[src/rtl/rsq_pkg.sv]
package rsq_pkg;
  typedef enum logic [2:0] {
    ST_START  = 3'd0,
    ST_TOUT   = 3'd1,
    ST_GUARD  = 3'd2,
    ST_SETTLE = 3'd3,
    ST_RUN    = 3'd4
  } rsq_state_e;
endpackage

[src/rtl/rsq_code_decode.sv]
module rsq_code_decode #(
  parameter int CNT_W      = 15,
  parameter int SETTLE_S   = 258,
  parameter int SETTLE_M   = 1024,
  parameter int SETTLE_L   = 16384,
  parameter int TOUT_S     = 512,
  parameter int TOUT_L     = 8192
) (
  input  logic [2:0]       code_i,
  output logic [CNT_W-1:0] settle_len_o,
  output logic [CNT_W-1:0] tout_len_o
);
  always_comb begin
    unique case (code_i)
      3'b000, 3'b001:         settle_len_o = CNT_W'(SETTLE_S);
      3'b010, 3'b011, 3'b100: settle_len_o = CNT_W'(SETTLE_M);
      default:                settle_len_o = CNT_W'(SETTLE_L);
    endcase
    unique case (code_i)
      3'b000, 3'b011, 3'b110: tout_len_o = CNT_W'(TOUT_S);
      3'b001, 3'b100, 3'b111: tout_len_o = CNT_W'(TOUT_L);
      default:                tout_len_o = '0; // supply monitor trusted
    endcase
  end
endmodule

[src/rtl/rsq_phase_cnt.sv]
module rsq_phase_cnt #(
  parameter int CNT_W = 15
) (
  input  logic             clk_i,
  input  logic             rst_ni,
  input  logic             clr_i,
  input  logic             inc_i,
  input  logic [CNT_W-1:0] target_i,
  output logic             last_o
);
  logic [CNT_W-1:0] cnt_q;

  always_ff @(posedge clk_i or negedge rst_ni) begin
    if (!rst_ni)    cnt_q <= '0;
    else if (clr_i) cnt_q <= '0;
    else if (inc_i) cnt_q <= cnt_q + 1'b1;
  end

  assign last_o = inc_i && (cnt_q == target_i - 1'b1);

  p_cnt_in_range_r2: assert property (@(posedge clk_i) disable iff (!rst_ni)
    (inc_i && !clr_i) |-> (cnt_q < target_i));
endmodule

[src/rtl/rst_release_seq.sv]
module rst_release_seq
  import rsq_pkg::*;
#(
  parameter int SETTLE_S   = 258,
  parameter int SETTLE_M   = 1024,
  parameter int SETTLE_L   = 16384,
  parameter int TOUT_S     = 512,
  parameter int TOUT_L     = 8192,
  parameter int GUARD_CLKS = 14
) (
  input  logic       clk_i,
  input  logic       rst_ni,
  input  logic       wdt_tick_i,
  input  logic       wake_i,
  input  logic [2:0] sel_i,
  output logic       int_rst_o,
  output logic       done_o
);
  localparam int MAX_S = (SETTLE_L > SETTLE_M) ? ((SETTLE_L > SETTLE_S) ? SETTLE_L : SETTLE_S)
                                               : ((SETTLE_M > SETTLE_S) ? SETTLE_M : SETTLE_S);
  localparam int MAX_T = (TOUT_L > TOUT_S) ? TOUT_L : TOUT_S;
  localparam int MAX_A = (MAX_S > MAX_T) ? MAX_S : MAX_T;
  localparam int MAX_C = (MAX_A > GUARD_CLKS) ? MAX_A : GUARD_CLKS;
  localparam int CNT_W = $clog2(MAX_C + 1);

  rsq_state_e       state_q, state_d;
  logic [2:0]       sel_q, sel_use;
  logic             load, clr, inc, last;
  logic [CNT_W-1:0] target, settle_len, tout_len;
  logic             int_rst_q, done_q;

  // code is taken live only on the edge that starts a sequence
  assign load    = (state_q == ST_START) || (state_q == ST_RUN && wake_i);
  assign sel_use = load ? sel_i : sel_q;

  rsq_code_decode #(
    .CNT_W(CNT_W), .SETTLE_S(SETTLE_S), .SETTLE_M(SETTLE_M), .SETTLE_L(SETTLE_L),
    .TOUT_S(TOUT_S), .TOUT_L(TOUT_L)
  ) u_dec (
    .code_i      (sel_use),
    .settle_len_o(settle_len),
    .tout_len_o  (tout_len)
  );

  rsq_phase_cnt #(.CNT_W(CNT_W)) u_cnt (
    .clk_i   (clk_i),
    .rst_ni  (rst_ni),
    .clr_i   (clr),
    .inc_i   (inc),
    .target_i(target),
    .last_o  (last)
  );

  always_comb begin
    state_d = state_q;
    clr     = 1'b0;
    inc     = 1'b0;
    target  = settle_len;
    unique case (state_q)
      ST_START: begin
        clr     = 1'b1;
        state_d = (tout_len == '0) ? ST_GUARD : ST_TOUT;
      end
      ST_TOUT: begin
        inc    = wdt_tick_i;
        target = tout_len;
        if (last) begin
          clr     = 1'b1;
          state_d = ST_GUARD;
        end
      end
      ST_GUARD: begin
        inc    = 1'b1;
        target = CNT_W'(GUARD_CLKS);
        if (last) begin
          clr     = 1'b1;
          state_d = ST_SETTLE;
        end
      end
      ST_SETTLE: begin
        inc = 1'b1;
        if (last) begin
          clr     = 1'b1;
          state_d = ST_RUN;
        end
      end
      ST_RUN: begin
        if (wake_i) begin
          clr     = 1'b1;
          state_d = ST_SETTLE;
        end
      end
      default: state_d = ST_START;
    endcase
  end

  always_ff @(posedge clk_i or negedge rst_ni) begin
    if (!rst_ni) begin
      state_q   <= ST_START;
      sel_q     <= '0;
      int_rst_q <= 1'b1;
      done_q    <= 1'b0;
    end else begin
      state_q   <= state_d;
      if (load) sel_q <= sel_i;
      int_rst_q <= (state_d != ST_RUN);
      done_q    <= (state_q != ST_RUN) && (state_d == ST_RUN);
    end
  end

  assign int_rst_o = int_rst_q;
  assign done_o    = done_q;

  p_done_single_r6: assert property (@(posedge clk_i) disable iff (!rst_ni)
    done_o |=> !done_o);
  p_done_on_release_r6: assert property (@(posedge clk_i) disable iff (!rst_ni)
    $fell(int_rst_o) |-> done_o);
  p_wake_settle_r7: assert property (@(posedge clk_i) disable iff (!rst_ni)
    (state_q == ST_RUN && wake_i) |=> (state_q == ST_SETTLE && int_rst_o));
  p_cold_order_r8: assert property (@(posedge clk_i) disable iff (!rst_ni)
    (state_q == ST_START) |=> (state_q == ST_TOUT || state_q == ST_GUARD));
  p_sel_hold_r9: assert property (@(posedge clk_i) disable iff (!rst_ni)
    (state_q != ST_START && !(state_q == ST_RUN && wake_i)) |=> $stable(sel_q));
  p_busy_no_wake_r10: assert property (@(posedge clk_i) disable iff (!rst_ni)
    (state_q == ST_TOUT && wake_i) |=> (state_q != ST_SETTLE || $past(last)));
endmodule

[config.mk]
export PLATFORM = sky130hd
export DESIGN_NAME = rst_release_seq
export DESIGN_NICKNAME = d
export VERILOG_FILES = /design/src/rtl/rsq_pkg.sv /design/src/rtl/rsq_code_decode.sv /design/src/rtl/rsq_phase_cnt.sv /design/src/rtl/rst_release_seq.sv
export SDC_FILE = /design/constraint.sdc
export NUM_CORES = 1
export LEC_CHECK = 0
export BUFFER_PORTS_ARGS = -buffer_cell sky130_fd_sc_hd__buf_2
export CELL_PAD_IN_SITES_DETAIL_PLACEMENT = 2
export CELL_PAD_IN_SITES_GLOBAL_PLACEMENT = 2
export CORE_MARGIN = 2
export CORE_UTILIZATION = 39
export DETAILED_ROUTE_END_ITERATION = 10
export GPL_TIMING_DRIVEN = 0
export PLACE_DENSITY_LB_ADDON = 0.3
export RECOVER_POWER = 50
export SYNTH_ARGS = -nofsm -noshare
export SYNTH_HDL_FRONTEND = slang
export SYNTH_SLANG_ARGS = --single-unit
[constraint.sdc]
create_clock -name clk_i -period 4.3 [get_ports clk_i]
set_clock_uncertainty 0.15 [all_clocks]
set_input_delay 0 -clock clk_i [delete_from_list [all_inputs] [get_ports clk_i]]
set_output_delay 0 -clock clk_i [all_outputs]
set_load 0.01 [all_outputs]
==> results of run 1 <==
[where the power goes]
part           total (uW)  switching (uW)  internal (uW)
Combinational         219             130           88.8
Sequential            306            48.5            257
Clock                 140            75.2           64.9
Total                 665             254            411
[worst min-delay path, cell delays in order]
cell and delay, ns:
buf_2 0.12, nand2_1 0.08, o32ai_1 0.14, a31o_2 0.12
[area by class of cell]
class | count | share of cell area (%)
Sequential cell | 23 | 33.8
Timing Repair Buffer | 12 | 4.55
Multi-Input combinational cell | 145 | 52.0
Clock inverter | 1 | 0.293
Buffer | 9 | 2.49
Clock buffer | 3 | 2.42
Inverter | 4 | 0.880
Tap cell | 48 | 3.52
[worst max path at each step]
stage	startpoint	slack [ns]	to	depth (start not counted)
CTS	state_q[0]	1.19	u_cnt.cnt_q[4]	10
floorplan	state_q[0]	1.52	state_q[2]	9
global placement	state_q[0]	1.31	state_q[0]	9
detailed placement	state_q[0]	1.22	u_cnt.cnt_q[13]	10
finish	state_q[0]	1.21	u_cnt.cnt_q[1]	10
global route	state_q[0]	0.93	u_cnt.cnt_q[6]	10
[per-stage QoR]
step                      setup slack (ns)  hold slack, ns  instances  total power [uW]  cell area [um2]
after floorplan                       1.52          -0.446        181               456             1520
after global placement                1.31          -0.154        237               507             1620
after detailed placement              1.22          -0.131        237               524             1620
after CTS                             1.19          0.0569        245               672             1710
after global routing                 0.934          0.0817        245               714             1710
final                                 1.21          0.0563        245               665             1710
[kinds of logic after synthesis]
kind of cell             Yosys count  synth area share, %
flip-flops                        23                 37.9
adder cells (fa/ha/maj)            1                0.822
AO/OA/AOI/OAI                     41                 17.7
multiplexers                       3                 2.06
AND/OR/NAND/NOR                   82                 27.4
XOR/XNOR                          18                 10.4
buffers and inverters             13                 3.78
[registers in the layout, indices dropped and copies added (netlist names)]
register	count
u_cnt.cnt_q	15
sel_q	3
done_o	1
int_rst_o	1
state_q	3
[routing by layer]
metal,vias up,GRT usage [%],wire length (um)
met5,-,0,0
met2,14,45.8,2620
li1,682,-,-
met1,759,28.4,2050
met3,9,2.87,73
met4,0,11.0,103
[synth_stat cells (2+ instances only)]
master,n
nand3_1,12
nor2_1,24
o221ai_1,2
o22ai_1,2
a21oi_1,14
or4_1,2
nand2b_1,3
o32ai_1,2
o21ai_0,8
xnor2_1,4
nand2_1,16
dfrtp_1,22
mux2i_1,2
inv_1,4
o2111ai_1,2
and3_1,7
clkbuf_1,6
nand4_1,3
xor2_1,14
or3_1,2
nor2b_1,2
nor3_1,4
[timing repair]
action / in CTS / in global routing
hold endpoints to repair: 26 / 0
hold buffers: 4 / 0
setup endpoints to repair: 0 / 0
==> results_dict.tcl, run 1 <==
set metrics [dict create \
    ys.flop_type "dfrtp_1" \
    num_io_pins 9 \
    gp_congestion 0.832 \
    hp-class "input port to flip-flop" \
    synth.area.top_cells "dfrtp_1, xor2_1, nor2_1" \
    syn_area_um2 1520 \
    cts_root_buffer "clkbuf_8" \
    routedWlPerCell_um 19.8 \
    final_cell_mix "nor2_1, dfrtp_1, nand2_1, a21oi_1, xor2_1" \
    synthesis.nets 189 \
    cp_num_buf_inv 2 \
    grt_util_all_layers_pct 24.8 \
    yosysUniqueCellTypes 46 \
    holdPathEnd "state_q[1]" \
    synth_edf_count 0 \
    fp.dieW_um 66.5 \
    tns_ns 0 \
    hold_viol 0 \
    setup_violations 0 \
    power.leakage_uw 0.000732 \
    fin_crit_sh_pct 71.8 \
    cts.repair.resized 0 \
    slew_headroom_pct 12.1 \
    crit_arrival_ns 3.10 \
    syn_area_per_cell_um2 8.41 \
    crit_path_top_delay_cell "or4_4" \
    cellPowerDensity_nw_per_um2 390 \
    route.detailed.drc 0 \
    grt_pass1_wl_mm 8.08 \
    synth_top_cell_area_share_pct 36.2 \
    io_buffers 8 \
    grt_max_degree 24 \
    wirelength_mm 4.85 \
    cts_setup_buffers 0 \
    worstSetupPathType "flip-flop to flip-flop" \
    via_per_inst 5.98 \
    peakVddDrop_v 0.000251 \
    hold_path_depth 4 \
    cts_inserted_buffers 3 \
    core-area_um2 3720 \
    synth-seq-cells 23 \
    area_growth_pct 12.1 \
    dp_hpwl_mm 3.55 \
    rsz0062_at_grt "false" \
    grt_pass1_vias 1642 \
    critPathMaxStageDelay_ns 0.50 \
    antenna_found_initial 0 \
    multiInputGateArea_um2 887 \
    synthArstFlopShare_pct 100 \
    drtIter0Drc 72 \
    fillers 436 \
    r2r_slack_ns 1.21 \
    clkSinkCount 23 \
    slew_viol_final 0 \
    final-seq-area_um2 577 \
    cts_tree "yes" \
    postLayoutCoreUtil_pct 45.9 \
    drive_above_1_share_pct 10.2 \
    diodes 0 \
    fp.dieH_um 66.5 \
    outcome "finished, final reports clean" \
    cp-end-kind "flip-flop" \
    tightest_slew_ns 1.32 \
    rows 22 \
    layout.nets 206 \
    max_freq_mhz 324 \
    vias 1464 \
    start_util_pct 40.9 \
    netlist_instances 181 \
    crit_path_start_kind "flip-flop" \
    firstDrtPassIters 4 \
    ys_seq_area_share_pct 37.9 \
    synth_area_leader_cell "dfrtp_1" \
    r2r_end "u_cnt.cnt_q[1]" \
    htreeDepth 1 \
    insertion_delay_ns 0.27 \
    ant_nets 0 \
    r2r_start "state_q[0]" \
    path_clk_slew_ns 0.09 \
    final_common_cell "nor2_1" \
    dieArea_um2 4420 \
    worstHoldStart "wake_i" \
    ys_warn_count 0 \
    reg2reg_depth 10 \
    crit_fanout 10 \
    grt_overflow 0 \
    finalCriticalPeriod_ns 3.09 \
    cts_buffer_depth 2 \
    cp_cell_sequence "or2_1 > buf_6 > or4_4 > a2111oi_2 > a31oi_1 > o31ai_2 > o2111ai_1 > nand2_1 > buf_2 > nor2_1" \
    crit_family "simple AND/OR/NAND/NOR gates" \
    maxCapViolations 0 \
    critPathRequiredTime_ns 4.31 \
]
Power figures use the tool's default switching activity.
==> inputs of run 2 (changes only) <==
--- a/config.mk
+++ b/config.mk
@@ -9,7 +9,7 @@
 export CELL_PAD_IN_SITES_DETAIL_PLACEMENT = 2
 export CELL_PAD_IN_SITES_GLOBAL_PLACEMENT = 2
 export CORE_MARGIN = 2
-export CORE_UTILIZATION = 39
+export CORE_UTILIZATION = 37
 export DETAILED_ROUTE_END_ITERATION = 10
 export GPL_TIMING_DRIVEN = 0
 export PLACE_DENSITY_LB_ADDON = 0.3
==> constraint.sdc (replaced) <==
create_clock -name clk_i -period 3.2 [get_ports clk_i]
set_clock_uncertainty 0.15 [all_clocks]
set_input_delay 0 -clock clk_i [delete_from_list [all_inputs] [get_ports clk_i]]
set_output_delay 0 -clock clk_i [all_outputs]
set_load 0.01 [all_outputs]
==> results_dict.tcl, run 2 (synthesis results as in run 1) <==
set metrics [dict create \
    dp_slack_ns 0.0787 \
    cellPowerDensity_nw_per_um2 516 \
    clkSinkCount 23 \
    cts_inserted_buffers 3 \
    power.leakage_uw 0.000760 \
    max_freq_mhz 318 \
    dp.cells 239 \
    area_growth_pct 17.7 \
    gp_congestion 0.871 \
    largest_reg_flops 15 \
    top_usage_layer "met2" \
    finalCriticalPeriod_ns 3.14 \
    core-area_um2 3970 \
    grt_overflow 0 \
    antenna_found_initial 0 \
    fin_crit_sh_pct 98.2 \
    fp.dieH_um 68.1 \
    cts_tree "yes" \
    peakVddDrop_v 0.000297 \
    slew_viol_final 0 \
    rows 23 \
    setup_ws_ns 0.0590 \
    reg2reg_depth 9 \
    vias 1509 \
    num_io_pins 9 \
    fillers 459 \
    slew_headroom_pct 14.8 \
    hp-class "input port to flip-flop" \
    tightest_slew_ns 1.28 \
    rsz0062_at_grt "true" \
    critPathRequiredTime_ns 3.24 \
    hold_viol 0 \
    worstSetupPathType "flip-flop to flip-flop" \
    route.detailed.drc 0 \
    use_met3_pct 3.45 \
    postPlaceCellArea_um2 1620 \
    final_common_cell "nor2_1" \
    crit_arrival_ns 3.18 \
    met1_usage_pct 29.0 \
    htreeDepth 1 \
    cts_buffer_depth 2 \
    cts_root_buffer "clkbuf_8" \
    via_per_inst 5.99 \
    grt_pass1_vias 1700 \
    outcome "finished, final reports clean" \
    crit_path_start_kind "flip-flop" \
    reg.largest.list "u_cnt.cnt_q: 15 flops, sel_q: 3 flops, state_q: 3 flops" \
    start_util_pct 38.3 \
    path_clk_slew_ns 0.08 \
    setup_violations 0 \
    dp_hpwl_mm 3.72 \
    postLayoutCoreUtil_pct 45.1 \
    grt_max_degree 24 \
    firstDrtPassIters 5 \
    diodes 0 \
    drtIter0Drc 93 \
    crit_fanout 9 \
    fp.dieW_um 68.1 \
    met2_usage_pct 44.5 \
    drive_above_1_share_pct 15.8 \
    largest_register "u_cnt.cnt_q" \
    io_buffers 8 \
    layout.nets 211 \
    instances_no_fill 252 \
    wirelength_mm 5.30 \
    routedWlPerCell_um 21.0 \
    ant_nets 0 \
    hold_slack_ns 0.0374 \
    cp-end-kind "flip-flop" \
    hold_path_depth 3 \
    grt_util_all_layers_pct 24.8 \
    insertion_delay_ns 0.27 \
    dieArea_um2 4640 \
    grt_pass1_wl_mm 8.44 \
    fin_area_um2 1790 \
    final_cell_mix "nor2_1, dfrtp_1, nand2_1, xor2_1, a21oi_1" \
    maxCapViolations 0 \
]
run 2: area by class of cell:
| type | count | area, um2 | share of cell area [%] |
|---|---|---|---|
| multi-input cells | 145 | 925 | 51.6 |
| flip-flops and latches | 23 | 578 | 32.3 |
| repair buffers | 18 | 124 | 6.92 |
| well taps | 50 | 62.6 | 3.49 |
| clock buffers | 4 | 45.0 | 2.52 |
| plain buffers | 8 | 41.3 | 2.31 |
| inverters | 4 | 15.0 | 0.839 |
run 2: worst max-delay path, cell delays in order, from the launching register on:
cell	delay [ns]
dfrtp_2	0.43
or2_1	0.24
buf_6	0.14
or4_4	0.52
a2111oi_4	0.30
a31oi_1	0.09
o31ai_2	0.34
nand2_1	0.15
or4b_4	0.56
a21oi_2	0.15
run 2: power by group:
| part | switching, uW | internal (uW) |
|---|---|---|
| clock network | 100 | 89.1 |
| logic | 196 | 124 |
| registers | 68.4 | 346 |
run 2: per-layer routing:
| metal | part of all wire [%] | routed length, um |
|---|---|---|
| met4 | 2.4 | 127 |
| met3 | 2.6 | 137 |
| met2 | 54 | 2880 |
| met5 | 0 | 0 |
| met1 | 41 | 2160 |
run 2: per-stage QoR:
stage	total power (uW)	TNS, ns
6_report	923	0
5_1_grt	984	-0.0879
4_1_cts	906	0
3_5_place_dp	714	0
3_3_place_gp	680	0
2_1_floorplan	613	0
run 2: final timing paths:
kind	slack, ns	end	start
worst min-delay path	0.04	int_rst_o	wake_i
worst max-delay path	0.06	state_q[0]	state_q[0]
worst max register to register	0.06	state_q[0]	state_q[0]
max in group asynchronous	1.67	state_q[0]	rst_ni
worst min register to register	0.46	u_cnt.cnt_q[5]	u_cnt.cnt_q[5]
min in group asynchronous	0.38	u_cnt.cnt_q[6]	rst_ni
run 2: repair_timing:
action | CTS | global route
resized for setup | 0 | 8
setup buffers | 0 | 6
hold endpoints to repair | 26 | 0
hold buffers | 4 | 0
endpoints found under the setup margin | 0 | 13
